<file path="src/rtl/cbt_pkg.sv">
package cbt_pkg;

    localparam int N_EMIT = 4;

    typedef struct packed {
        logic       last;   // closes the burst
        logic       space;  // 1 = space, 0 = mark
        logic [6:0] len;    // units minus one
    } tx_entry_t;

    typedef struct packed {
        logic       invert;
        logic [1:0] sel;
        logic [4:0] code;
    } tx_cfg_t;

    localparam tx_cfg_t CFG_RESET = '{invert: 1'b0, sel: 2'd0, code: 5'd6};

    localparam logic [1:0] A_DATA = 2'd0;
    localparam logic [1:0] A_CMD  = 2'd1;
    localparam logic [1:0] A_CFG  = 2'd2;

    localparam int CMD_EOT       = 0;
    localparam int CMD_CLR_UR    = 1;
    localparam int CMD_CLR_EMPTY = 2;

    function automatic int carrier_khz(input int code);
        return (code >= 30) ? 60 : 30 + code;
    endfunction

    function automatic int half_cycles(input int clk_khz, input int code);
        int f;
        f = carrier_khz(code);
        return (clk_khz + f) / (2 * f);
    endfunction

endpackage

</file>
<file path="src/rtl/cbt_fifo.sv">
module cbt_fifo #(
    parameter int DEPTH = 16,
    parameter int W     = 9,
    localparam int CW   = $clog2(DEPTH + 1),
    localparam int PW   = $clog2(DEPTH)
) (
    input  logic          clk,
    input  logic          rst,
    input  logic          push,
    input  logic [W-1:0]  din,
    input  logic          pop,
    output logic [W-1:0]  dout,
    output logic [CW-1:0] count
);
    logic [W-1:0]  mem [DEPTH];
    logic [PW-1:0] wp, rp;
    logic          do_push, do_pop;

    assign do_push = push && (count < CW'(DEPTH));
    assign do_pop  = pop && (count != '0);
    assign dout    = mem[rp];

    always_ff @(posedge clk) begin
        if (rst) begin
            wp    <= '0;
            rp    <= '0;
            count <= '0;
        end else begin
            if (do_push) begin
                mem[wp] <= din;
                wp      <= (wp == PW'(DEPTH - 1)) ? '0 : wp + 1'b1;
            end
            if (do_pop)
                rp <= (rp == PW'(DEPTH - 1)) ? '0 : rp + 1'b1;
            count <= count + CW'(do_push) - CW'(do_pop);
        end
    end

    a_r3_count_bounded: assert property (@(posedge clk) disable iff (rst)
        count <= CW'(DEPTH));

    a_r3_full_drop: assert property (@(posedge clk) disable iff (rst)
        (count == CW'(DEPTH) && push && !pop) |=> count == CW'(DEPTH));

endmodule

</file>
<file path="src/rtl/cbt_carrier.sv">
module cbt_carrier #(
    parameter int CLK_KHZ = 1200,
    localparam int HW     = $clog2(CLK_KHZ / 60 + 2)
) (
    input  logic       clk,
    input  logic       rst,
    input  logic       en,
    input  logic [4:0] code,
    output logic       phase
);
    import cbt_pkg::*;

    logic [HW-1:0] half_tbl [32];
    logic [HW-1:0] half, cnt;

    for (genvar g = 0; g < 32; g++) begin : g_tbl
        assign half_tbl[g] = HW'(half_cycles(CLK_KHZ, g));
    end

    assign half = half_tbl[code];

    always_ff @(posedge clk) begin
        if (rst || !en) begin
            cnt   <= '0;
            phase <= 1'b1;
        end else if (cnt >= half - 1'b1) begin
            cnt   <= '0;
            phase <= ~phase;
        end else begin
            cnt <= cnt + 1'b1;
        end
    end

    a_r7_armed_when_idle: assert property (@(posedge clk) disable iff (rst)
        !en |=> phase);

endmodule

</file>
<file path="src/rtl/cbt_seq.sv">
module cbt_seq #(
    parameter int UNIT_CYC = 12,
    localparam int TW      = $clog2(UNIT_CYC + 1)
) (
    input  logic               clk,
    input  logic               rst,
    input  logic               q_empty,
    input  cbt_pkg::tx_entry_t head,
    output logic               pop,
    output logic               mark,
    output logic               done_last,
    output logic               starve
);
    logic          run, space, last;
    logic [7:0]    units_left;
    logic [TW-1:0] tick;
    logic          unit_end, byte_end, load;

    assign unit_end  = run && (tick == TW'(UNIT_CYC - 1));
    assign byte_end  = unit_end && (units_left == 8'd1);
    assign load      = (!run || byte_end) && !q_empty;
    assign pop       = load;
    assign mark      = run && !space;
    assign done_last = byte_end && last;
    assign starve    = byte_end && !last && q_empty;

    always_ff @(posedge clk) begin
        if (rst) begin
            run        <= 1'b0;
            space      <= 1'b0;
            last       <= 1'b0;
            units_left <= '0;
            tick       <= '0;
        end else if (load) begin
            run        <= 1'b1;
            space      <= head.space;
            last       <= head.last;
            units_left <= {1'b0, head.len} + 8'd1;
            tick       <= '0;
        end else if (byte_end) begin
            run   <= 1'b0;
            space <= 1'b0;
            last  <= 1'b0;
            tick  <= '0;
        end else if (run) begin
            tick <= unit_end ? '0 : tick + 1'b1;
            if (unit_end)
                units_left <= units_left - 8'd1;
        end
    end

    a_r1_level_held: assert property (@(posedge clk) disable iff (rst)
        (run && !byte_end) |=> ($stable(space) && run));

    a_r1_units_nonzero: assert property (@(posedge clk) disable iff (rst)
        run |-> units_left != 8'd0);

endmodule

</file>
<file path="src/rtl/cir_burst_tx.sv">
module cir_burst_tx #(
    parameter int CLK_KHZ  = 1200,
    parameter int DEPTH    = 16,
    parameter int LOW_FREE = 13,
    localparam int UNIT_CYC = CLK_KHZ / 100,
    localparam int CW       = $clog2(DEPTH + 1)
) (
    input  logic       clk,
    input  logic       rst,
    input  logic [1:0] reg_addr,
    input  logic       reg_wr,
    input  logic [7:0] reg_wdata,
    output logic [7:0] reg_rdata,
    output logic [3:0] ir_out,
    output logic       irq_low,
    output logic       irq_empty,
    output logic       underrun
);
    import cbt_pkg::*;

    tx_cfg_t   cfg;
    tx_entry_t in_entry, head;
    logic [CW-1:0] fill;
    logic q_empty, push_req, push_ok, cmd_wr;
    logic eot_arm, closing, active;
    logic pop, mark, done_last, starve, phase, tx_bit;

    assign push_req = reg_wr && (reg_addr == A_DATA);
    assign push_ok  = push_req && (fill < CW'(DEPTH));
    assign cmd_wr   = reg_wr && (reg_addr == A_CMD);
    assign q_empty  = (fill == '0);
    assign in_entry = '{last: eot_arm, space: reg_wdata[7], len: reg_wdata[6:0]};

    cbt_fifo #(.DEPTH(DEPTH), .W($bits(tx_entry_t))) u_fifo (
        .clk(clk), .rst(rst), .push(push_req), .din(in_entry),
        .pop(pop), .dout(head), .count(fill)
    );

    cbt_seq #(.UNIT_CYC(UNIT_CYC)) u_seq (
        .clk(clk), .rst(rst), .q_empty(q_empty), .head(head),
        .pop(pop), .mark(mark), .done_last(done_last), .starve(starve)
    );

    cbt_carrier #(.CLK_KHZ(CLK_KHZ)) u_car (
        .clk(clk), .rst(rst), .en(mark), .code(cfg.code), .phase(phase)
    );

    always_ff @(posedge clk) begin
        if (rst) begin
            cfg       <= CFG_RESET;
            eot_arm   <= 1'b0;
            closing   <= 1'b0;
            active    <= 1'b0;
            irq_empty <= 1'b0;
            underrun  <= 1'b0;
        end else begin
            if (reg_wr && reg_addr == A_CFG)
                cfg <= tx_cfg_t'(reg_wdata);
            if (push_ok)
                eot_arm <= 1'b0;
            else if (cmd_wr && reg_wdata[CMD_EOT])
                eot_arm <= 1'b1;
            if (push_ok && eot_arm)
                closing <= 1'b1;
            else if (done_last)
                closing <= 1'b0;
            if (push_ok)
                active <= 1'b1;
            else if (done_last || starve)
                active <= 1'b0;
            if (done_last)
                irq_empty <= 1'b1;
            else if (cmd_wr && reg_wdata[CMD_CLR_EMPTY])
                irq_empty <= 1'b0;
            if (starve)
                underrun <= 1'b1;
            else if (cmd_wr && reg_wdata[CMD_CLR_UR])
                underrun <= 1'b0;
        end
    end

    assign irq_low = active && !closing && ((CW'(DEPTH) - fill) >= CW'(LOW_FREE));
    assign tx_bit  = mark && phase;

    for (genvar g = 0; g < N_EMIT; g++) begin : g_emit
        assign ir_out[g] = cfg.invert ^ (tx_bit && (cfg.sel == 2'(g)));
    end

    always_comb begin
        case (reg_addr)
            A_DATA:  reg_rdata = 8'(fill);
            A_CMD:   reg_rdata = {4'b0, closing, active, irq_empty, underrun};
            A_CFG:   reg_rdata = cfg;
            default: reg_rdata = 8'h00;
        endcase
    end

    a_r6_underrun_cause: assert property (@(posedge clk) disable iff (rst)
        $rose(underrun) |-> $past(q_empty));

    a_r5_done_needs_close: assert property (@(posedge clk) disable iff (rst)
        $rose(irq_empty) |-> $past(closing));

    a_r8_single_emitter: assert property (@(posedge clk) disable iff (rst)
        $onehot0(ir_out ^ {N_EMIT{cfg.invert}}));

    a_r11_space_quiet: assert property (@(posedge clk) disable iff (rst)
        !mark |-> (ir_out == {N_EMIT{cfg.invert}}));

endmodule

</file>
<file path="config.mk">
export PLATFORM = sky130hd
export DESIGN_NAME = cir_burst_tx
export DESIGN_NICKNAME = d
export VERILOG_FILES = /design/src/rtl/cbt_pkg.sv /design/src/rtl/cbt_fifo.sv /design/src/rtl/cbt_carrier.sv /design/src/rtl/cbt_seq.sv /design/src/rtl/cir_burst_tx.sv
export SDC_FILE = /design/constraint.sdc
export NUM_CORES = 1
export LEC_CHECK = 0
export CAP_MARGIN = 10
export CORE_MARGIN = 2
export CORE_UTILIZATION = 35
export CTS_CLUSTER_SIZE = 25
export DETAILED_ROUTE_END_ITERATION = 8
export GPL_TIMING_DRIVEN = 0
export PLACE_DENSITY = 0.61
export RECOVER_POWER = 25
export SYNTH_ARGS = -nofsm -noshare
export SYNTH_HDL_FRONTEND = slang
export SYNTH_SLANG_ARGS = --single-unit
export TNS_END_PERCENT = 50
</file>
<file path="constraint.sdc">
create_clock -name clk -period 6.9 [get_ports clk]
set_input_delay 0.69 -clock clk [delete_from_list [all_inputs] [get_ports clk]]
set_output_delay 0.69 -clock clk [all_outputs]
set_load 0.1 [all_outputs]
</file>
==> results of run 1 <==
[layout make-up]
| cell class | instances | area [um^2] |
|---|---|---|
| Timing Repair Buffer | 26 | 260.3 |
| Clock inverter | 13 | 150.1 |
| Buffer | 29 | 151.4 |
| Sequential cell | 195 | 5345 |
| Fill cell | 2200 | 14430 |
| Multi-Input combinational cell | 380 | 3057 |
| Clock buffer | 19 | 432.9 |
| Inverter | 23 | 91.34 |
| Tap cell | 324 | 405.4 |
[stage by stage]
step	power, mW	hold slack [ns]	setup slack (ns)	cells	instance area, um^2
2_1_floorplan	2.068	0.4297	2.950	627	8645
3_3_place_gp	2.266	0.4605	2.774	977	9310
3_5_place_dp	2.275	0.4761	2.756	977	9310
4_1_cts	3.252	0.4868	2.748	1009	9893
5_1_grt	3.396	0.5193	2.546	1009	9893
6_report	3.227	0.4812	2.747	1009	9893
[report_power, final]
group          switching, mW  leakage, nW  internal, mW  total, mW
clock network          0.443        0.285         0.542      0.986
registers             0.0555         1.72          1.31       1.37
logic                  0.490         1.28         0.386      0.876
total                  0.989         3.29          2.24       3.23
[cells by family after synthesis]
family / count (synthesis) / synth area share (%)
flip-flops: 195 / 61.83
AND/OR/NAND/NOR: 183 / 10.22
AO/OA/AOI/OAI: 92 / 6.557
buffers and inverters: 52 / 2.808
multiplexers: 51 / 11.55
adder cells (fa/ha/maj): 34 / 5.008
XOR/XNOR: 20 / 2.026
[layer usage]
metal  vias to the layer above  global-route usage, %  part of all wire (%)
met5                         -                      0                     0
met4                         0                  4.343                   1.3
met3                        15                  2.003                   3.3
met2                       118                  24.58                    49
met1                      2506                  20.01                    46
li1                       2447                      -                     -
[Yosys cell counts (2+ instances only)]
| cell type | number | share of area, % |
|---|---|---|
| sky130_fd_sc_hd__dfxtp_1 | 51 | 12 |
| sky130_fd_sc_hd__buf_4 | 3 | 0.26 |
| sky130_fd_sc_hd__buf_1 | 2 | 0.087 |
| sky130_fd_sc_hd__a21oi_1 | 38 | 2.2 |
| sky130_fd_sc_hd__nand3b_1 | 5 | 0.43 |
| sky130_fd_sc_hd__inv_1 | 22 | 0.96 |
| sky130_fd_sc_hd__mux4_2 | 39 | 10 |
| sky130_fd_sc_hd__a211oi_1 | 5 | 0.43 |
| sky130_fd_sc_hd__nor4_1 | 5 | 0.36 |
| sky130_fd_sc_hd__nor2_1 | 57 | 2.5 |
| sky130_fd_sc_hd__nand2b_1 | 9 | 0.65 |
| sky130_fd_sc_hd__nor2b_1 | 8 | 0.58 |
| sky130_fd_sc_hd__nand2_1 | 42 | 1.8 |
| sky130_fd_sc_hd__a31oi_1 | 3 | 0.22 |
| sky130_fd_sc_hd__edfxtp_1 | 144 | 50 |
| sky130_fd_sc_hd__or4_1 | 2 | 0.17 |
| sky130_fd_sc_hd__a22o_1 | 2 | 0.20 |
| sky130_fd_sc_hd__a22oi_1 | 9 | 0.78 |
| sky130_fd_sc_hd__or3_1 | 5 | 0.36 |
| sky130_fd_sc_hd__nand3_1 | 20 | 1.2 |
| sky130_fd_sc_hd__nor3b_1 | 6 | 0.52 |
| sky130_fd_sc_hd__o21ai_0 | 19 | 1.1 |
| sky130_fd_sc_hd__xnor2_1 | 10 | 1.0 |
| sky130_fd_sc_hd__buf_2 | 7 | 0.41 |
| sky130_fd_sc_hd__buf_6 | 3 | 0.39 |
| sky130_fd_sc_hd__xor2_1 | 10 | 1.0 |
| sky130_fd_sc_hd__mux2i_1 | 12 | 1.4 |
| sky130_fd_sc_hd__a221oi_1 | 2 | 0.20 |
| sky130_fd_sc_hd__a21o_1 | 3 | 0.26 |
| sky130_fd_sc_hd__ha_1 | 33 | 4.8 |
| sky130_fd_sc_hd__and2_1 | 9 | 0.65 |
| sky130_fd_sc_hd__nor3_1 | 10 | 0.58 |
| sky130_fd_sc_hd__clkbuf_1 | 14 | 0.61 |
[worst max-delay path by stage]
stage / end
floorplan: reg_rdata[0]
detailed placement: reg_rdata[2]
CTS: reg_rdata[2]
finish: reg_rdata[2]
global placement: reg_rdata[1]
global route: reg_rdata[2]
[state kept, by name, indices dropped and copies added, names as in the netlist, named ones only]
register and cells:
u_seq.space 1, u_seq.units_left 8, eot_arm 1, u_fifo.rp 4
cfg 8, underrun 1, u_car.phase 1, u_fifo.mem 144
u_car.cnt 5, u_seq.last 1, irq_empty 1, u_fifo.wp 4
closing 1, u_fifo.count 5, u_seq.tick 4, u_seq.run 1
active 1
==> results.md, run 1 <==
- The run finished with clean final reports.
- The initial cell density of the core is 35.55%.
- The kind of capture point of the worst setup path is a primary output.
- The worst setup path is launched from an input port.
- The primary flip-flop cell chosen by synthesis mapping is sky130_fd_sc_hd__edfxtp_1.
- The vertical die dimension is 161.2 um.
- The number of buffers and inverters on the critical path is 4.
- The number of nets in the finished design is 719.
- The clock drives 195 sinks.
- The maximum vdd ir drop is 0.0002095 V.
- The final number of max-transition violations is 0.
- In this run, the number of DRC markers left after iteration 0 of detailed routing was 452.
- Of the cells placed in the final design, the portion with a size suffix greater than 1 is 12.70%.
- The routability-driven placement congestion ratio is 0.8205.
- The number of antenna violations at the first check in global routing is 0.
- In this run the power density over the cells is 326.2 nW/um^2.
- Counting the buffers created by CTS gives 17.
- Traced cell by cell, the critical path runs through clkdlybuf4s50_1 -> inv_1 -> nor2_1 -> clkbuf_1 -> nand2_1 -> o21ai_0 -> clkdlybuf4s50_1.
- The worst hold path terminates at u_car.cnt[0].
- The highest achievable clock rate is 240.8 MHz.
- The number of antenna diodes in the final layout is 0.
- The slowest stage of the critical path belongs to the cell sky130_fd_sc_hd__clkdlybuf4s50_1.
- Leaving out fill and tap cells, the most frequent cell in the layout is sky130_fd_sc_hd__edfxtp_1.
- The number of global-route vias before repair came to 5042.
- Each instance of the synthesized netlist takes up on average 13.79 um^2.
- The maximum number of pins on one net before global-route repair is 19.
- The number of buffers inserted to repair setup after CTS is 0.
- Along the worst hold path, the cell count comes to 1.
- Of all flip-flops after synthesis, the portion carrying an async set or reset was 0%.
- The remaining design rule violation count is 0.
- Summed over all layers, the global routing overflow is 0.
- The portion of the post-synthesis area used by sequential elements is 61.83%.
- The part of the cycle the worst path needs is 60.19%.
- The yosys synthesis warning count is 0.
- The synthesized design contains 195 register bits.
- The maximum count of clock buffers along a single path is 2.
- In this run the tightest slew margin relative to its limit is 22.17%.
- Setup total negative slack on the finished layout was measured at 0 ns.
- The I/O pin count is 28.
- The critical-path maximum fanout is 10.
- In this run the static leakage power is 3.289 nW.
- The distinct cell type count after synthesis is 51.
- The TritonCTS clock tree is done.
- The reg-to-reg endpoint is u_fifo.count[4].
- Measured in cells, the most critical reg-to-reg path has a length of 19.
- STA puts the critical path data required time at 6.21 ns.
- The pre-antenna-repair detailed-routing pass consisted of 5 iterations.
- The largest stage delay on the critical path is 1.16 ns.
- When the netlist entered floorplanning its net count stood at 674.
- The worst register-to-register path begins at u_seq.units_left[0].
- Across all register-to-register paths, the minimum setup slack is 3.08 ns.
- The cell area that synthesis handed to floorplanning was 8645 um^2.
- In this run, synthesis inferred 144 flip-flops with an integrated enable.
- The routed wirelength normalized by instance count is 18.04 um.
- The H-tree was split into 4 levels.
- The global-route usage over all layers is 14.67%.
- The actual slew at the worst max-slew pin is 1.163 ns.
- The hold path startpoint is u_car.cnt[0].
- For this block, the routed nets add up to 18200 um of wire.
- The number of endpoints with negative hold slack in the final report is 0.
- The die covers 25970 um^2.
- The buffer cell driving the clock tree root is sky130_fd_sc_hd__clkbuf_16.
- The most critical setup path has its startpoint at reg_addr[1].
- The wire length of the first global-routing pass is 28880 um.
- For the final database, setup skew stands at 0.008693 ns.
- For this design, the CTS-stage hold fixing added 0 buffers.
- The count of cells resized by post-cts repair is 0.
- The classification of the worst-slack hold path is flip-flop to flip-flop.
- From synthesis to final layout, the design area changed by 14.44%.
- The final cell utilization of the core is 40.68%.
- Setup repair after global routing left no endpoint under its margin.
- The post-detailed-placement half-perimeter wirelength is 12310 um.
- The logic depth of the worst path, buffers included is 7.
- The total area inside the core boundary comes to 24320 um^2.
- Clock-pin slew was measured on the worst setup and hold paths at 0.07 ns.
- The number of max-cap violations is 0.
- The data arrival time at the worst-slack endpoint is 3.46 ns.
- The floorplan has 57 rows.
- The family of cells with the greatest summed delay on the critical path is buffers and inverters.
- The count of buffers from port buffering is 26.
- The horizontal extent of the die is 161.2 um.
- Counting stages on the worst path, the most repeated cell is sky130_fd_sc_hd__clkdlybuf4s50_1.
- The library cells used most frequently in the layout, excluding fill and tap cells, are sky130_fd_sc_hd__edfxtp_1, sky130_fd_sc_hd__nor2_1, sky130_fd_sc_hd__dfxtp_1, sky130_fd_sc_hd__nand2_1, sky130_fd_sc_hd__mux4_2.
- The final setup violation count is 0.
- The total vias in the final route is 5086.
- The cell count after synthesis is 627.
- Using the TritonRoute via totals, the vias-per-cell ratio works out to 5.041.
- The post-route minimum period is 4.153 ns.
- The critical path class is input port to primary output.
- The remaining number of nets flagged by the antenna check after routing is 0.
- The later pin in the worst-skew pair is clocked with a latency of 0.43 ns.
Note: power is estimated with default switching activity, not from simulation.
==> run 2, diff against run 1 <==
--- a/config.mk
+++ b/config.mk
@@ -11,7 +11,7 @@
 export CTS_CLUSTER_SIZE = 25
 export DETAILED_ROUTE_END_ITERATION = 8
 export GPL_TIMING_DRIVEN = 0
-export PLACE_DENSITY = 0.61
+export PLACE_DENSITY = 0.63
 export RECOVER_POWER = 25
 export SYNTH_ARGS = -nofsm -noshare
 export SYNTH_HDL_FRONTEND = slang
==> constraint.sdc (replaced) <==
create_clock -name clk -period 3.65 [get_ports clk]
set_input_delay 0.365 -clock clk [delete_from_list [all_inputs] [get_ports clk]]
set_output_delay 0.365 -clock clk [all_outputs]
set_load 0.1 [all_outputs]
==> run 2 against run 1 <==
Net effect:
- non-clock buffer count fell by 1
- highest routed layer unchanged
- largest cell class unchanged
- die area did not move
- first-iteration DRC count fell by 28%
==> results.md, run 2 (synthesis results as in run 1) <==
- The category of the worst setup path launch point is a flip-flop (was input port).
- The number of detailed-routing iterations run before antenna repair was 5 (unchanged).
- Most used cells in the layout excluding fill and tap cells: sky130_fd_sc_hd__edfxtp_1, sky130_fd_sc_hd__dfxtp_1, sky130_fd_sc_hd__nor2_1, sky130_fd_sc_hd__nand2_1, sky130_fd_sc_hd__mux4_2 (was sky130_fd_sc_hd__edfxtp_1, sky130_fd_sc_hd__nor2_1, sky130_fd_sc_hd__dfxtp_1, sky130_fd_sc_hd__nand2_1, sky130_fd_sc_hd__mux4_2).
- The total CTS buffers is 17 (unchanged).
- The clock-pin slew reported for the worst setup and hold paths after clock tree synthesis is 0.07 ns (about the same).
- The vertical die dimension came to 161.2 um (unchanged).
- The post-placement cell count is 977 (unchanged).
- The final setup violation count came to 0 (unchanged).
- The worst path needs 3.404 ns of the cycle, external delays included.
- The TritonCTS clock tree is done (unchanged).
- The number of flip-flops in the largest register is 144 (unchanged).
- The final critical-path setup slack is 0.2456 ns (was 2.747 ns).
- The clock latency on the worst-skew pair is 0.43 ns (about the same).
- The I/O pin count was 28 (unchanged).
- The worst slack after detailed placement is -0.1149 ns (was 2.756 ns).
- The maximum vdd ir drop is 0.0003301 V (was 0.0002095 V).
- The number of nets in the finished design is 718 (was 719).
- The final cell count without fillers is 1008 (was 1009).
- The hold buffer count at cts is 0 (unchanged).
- The routability-driven placement congestion ratio was 0.8303 (was 0.8205).
- The most common library cell in the layout ignoring fill and taps is sky130_fd_sc_hd__edfxtp_1 (unchanged).
- The initial cell density of the core is 35.55% (unchanged).
- The area taken by flip-flops and latches came to 5345 um^2 (unchanged).
- RSZ-0062 raised after global routing: yes (was no).
- The number of antenna cells inserted is 0 (unchanged).
- The layout cell share with drive strength beyond 1 is 13.30% (was 12.70%).
- The maximum number of pins on one net before global-route repair is 19 (unchanged).
- The data arrival time at the worst-slack endpoint is 3.70 ns (was 3.46 ns).
- The global-route usage over all layers is 14.76% (was 14.67%).
- The maximum count of clock buffers along a single path is 2 (unchanged).
- The remaining design rule violation count is 0 (unchanged).
- The die footprint is 25970 um^2 (unchanged).
- Largest registers in the final layout: u_fifo.mem (144), cfg (8), u_seq.units_left (8) (unchanged).
- The remaining number of nets flagged by the antenna check after routing is 0 (unchanged).
- The setup skew after layout is 0.01366 ns (was 0.008693 ns).
- The horizontal extent of the die came to 161.2 um (unchanged).
- The aggregate routed wire length is 18360 um (was 18200 um).
- The deepest level of the CTS H-tree is 4 (unchanged).
- The number of antenna violations at the first check in global routing is 0 (unchanged).
- Dividing the final minimum period by the clock period gives 93.27%.
- The number of endpoints with negative hold slack in the final report is 0 (unchanged).
- The multi-input combinational cell area is 3083 um^2 (was 3057 um^2).
- The critical path class is flip-flop to flip-flop (was input port to primary output).
- The number of max-cap violations is 0 (unchanged).
- The standard-cell row count is 57 (unchanged).
- The violation count after the first detailed-route iteration was 327 (was 452).
- Run status: complete, no violations (unchanged).
- The required time of the critical path was 3.95 ns (was 6.21 ns).
- The power per cell area is 603.5 nW/um^2 (was 326.2 nW/um^2).
- The count of buffers from port buffering is 26 (unchanged).
- The final hold slack is 0.4687 ns (was 0.4812 ns).
- The number of sinks on the clock net was 195 (unchanged).
- The highest achievable clock rate is 293.7 MHz.
- The ratio of routed vias to standard cells is 5.081 (was 5.041).
- The largest register by flop count is u_fifo.mem (unchanged).
- The kind of capture point of the worst setup path is a flip-flop (was primary output).
- The routed wirelength normalized by instance count is 18.22 um (was 18.04 um).
- The post-detailed-placement half-perimeter wirelength is 12350 um (was 12310 um).
- The number of global-route vias before repair was 5188 (was 5042).
- The global route total overflow is 0 (unchanged).
- The classification of the worst-slack hold path is flip-flop to flip-flop (unchanged).
- The final cell utilization of the core is 40.66% (was 40.68%).
- The area growth from synthesis to layout is 14.40% (was 14.44%).
- The actual slew at the worst max-slew pin was 1.057 ns (was 1.163 ns).
- The final number of max-transition violations is 0 (unchanged).
- The filler cell count is 2215 (was 2200).
- The total vias in the final route is 5122 (was 5086).
- The leakage power of the design is 3.374 nW (was 3.289 nW).
- The standard cell core area was 24320 um^2 (unchanged).
- The buffer cell driving the clock tree root is sky130_fd_sc_hd__clkbuf_16 (unchanged).
- The wire length of the first global-routing pass was 28810 um (was 28880 um).
- The critical-path maximum fanout is 15 (was 10).
- The worst slew margin relative to its limit is 29.29% (was 22.17%).
-- run 2: cell type report --
class	instances	area share, %
Inverter	23	0.9236
Sequential cell	195	54.05
Buffer	28	1.544
Clock inverter	13	1.025
Tap cell	324	4.099
Multi-Input combinational cell	380	31.17
Clock buffer	19	4.378
Timing Repair Buffer	26	2.809
-- run 2: final timing paths --
path	start	cells past startpoint	end	slack (ns)
setup / recovery	u_fifo.count[1]	19	u_fifo.count[4]	0.25
hold / removal	u_car.cnt[0]	1	u_car.cnt[0]	0.47
setup reg to reg	u_fifo.count[1]	19	u_fifo.count[4]	0.25
hold reg to reg	u_car.cnt[0]	1	u_car.cnt[0]	0.47
-- run 2: where the power goes --
part           switching (mW)  leakage [nW]  total, mW  internal, mW
sequential              0.105          1.72       2.58          2.48
combinational           0.935          1.40       1.67         0.735
clock                   0.832         0.255       1.72         0.885
-- run 2: metrics by stage --
step	total power, mW	cell area (um^2)	setup TNS (ns)
after floorplan	3.908	8645	0
after global placement	4.279	9310	-0.09859
after detailed placement	4.299	9310	-0.1149
after CTS	6.015	9851	0
after global routing	6.305	9889	-0.5694
final	5.969	9889	0
-- run 2: timing repair --
item,in CTS,in global routing
setup buffers,0,0
hold endpoints to repair,0,0
gates resized for setup,2,15
setup endpoints to repair,1,64
-- run 2: routing by layer --
layer | global-route usage, % | vias up | part of all wire [%]
li1 | - | 2447 | -
met1 | 18.64 | 2535 | 44
met2 | 24.89 | 115 | 49
met3 | 3.338 | 25 | 4.7
met4 | 5.519 | 0 | 2.1
met5 | 0 | - | 0
-- run 2: worst max-delay path: stages (launching register included) --
cell and delay (ns):
sky130_fd_sc_hd__dfxtp_1 0.47, sky130_fd_sc_hd__inv_1 0.12, sky130_fd_sc_hd__ha_1 0.22, sky130_fd_sc_hd__and2_1 0.16, sky130_fd_sc_hd__ha_1 0.29, sky130_fd_sc_hd__nand2b_1 0.19, sky130_fd_sc_hd__buf_6 0.15, sky130_fd_sc_hd__clkinv_4 0.12
sky130_fd_sc_hd__buf_6 0.18, sky130_fd_sc_hd__ha_1 0.24, sky130_fd_sc_hd__inv_1 0.06, sky130_fd_sc_hd__ha_1 0.16, sky130_fd_sc_hd__inv_1 0.06, sky130_fd_sc_hd__fa_1 0.39, sky130_fd_sc_hd__nor2_1 0.12, sky130_fd_sc_hd__nor2_1 0.05
sky130_fd_sc_hd__nor2_1 0.08, sky130_fd_sc_hd__nor2_1 0.05, sky130_fd_sc_hd__xor2_1 0.12, sky130_fd_sc_hd__nor2_1 0.05
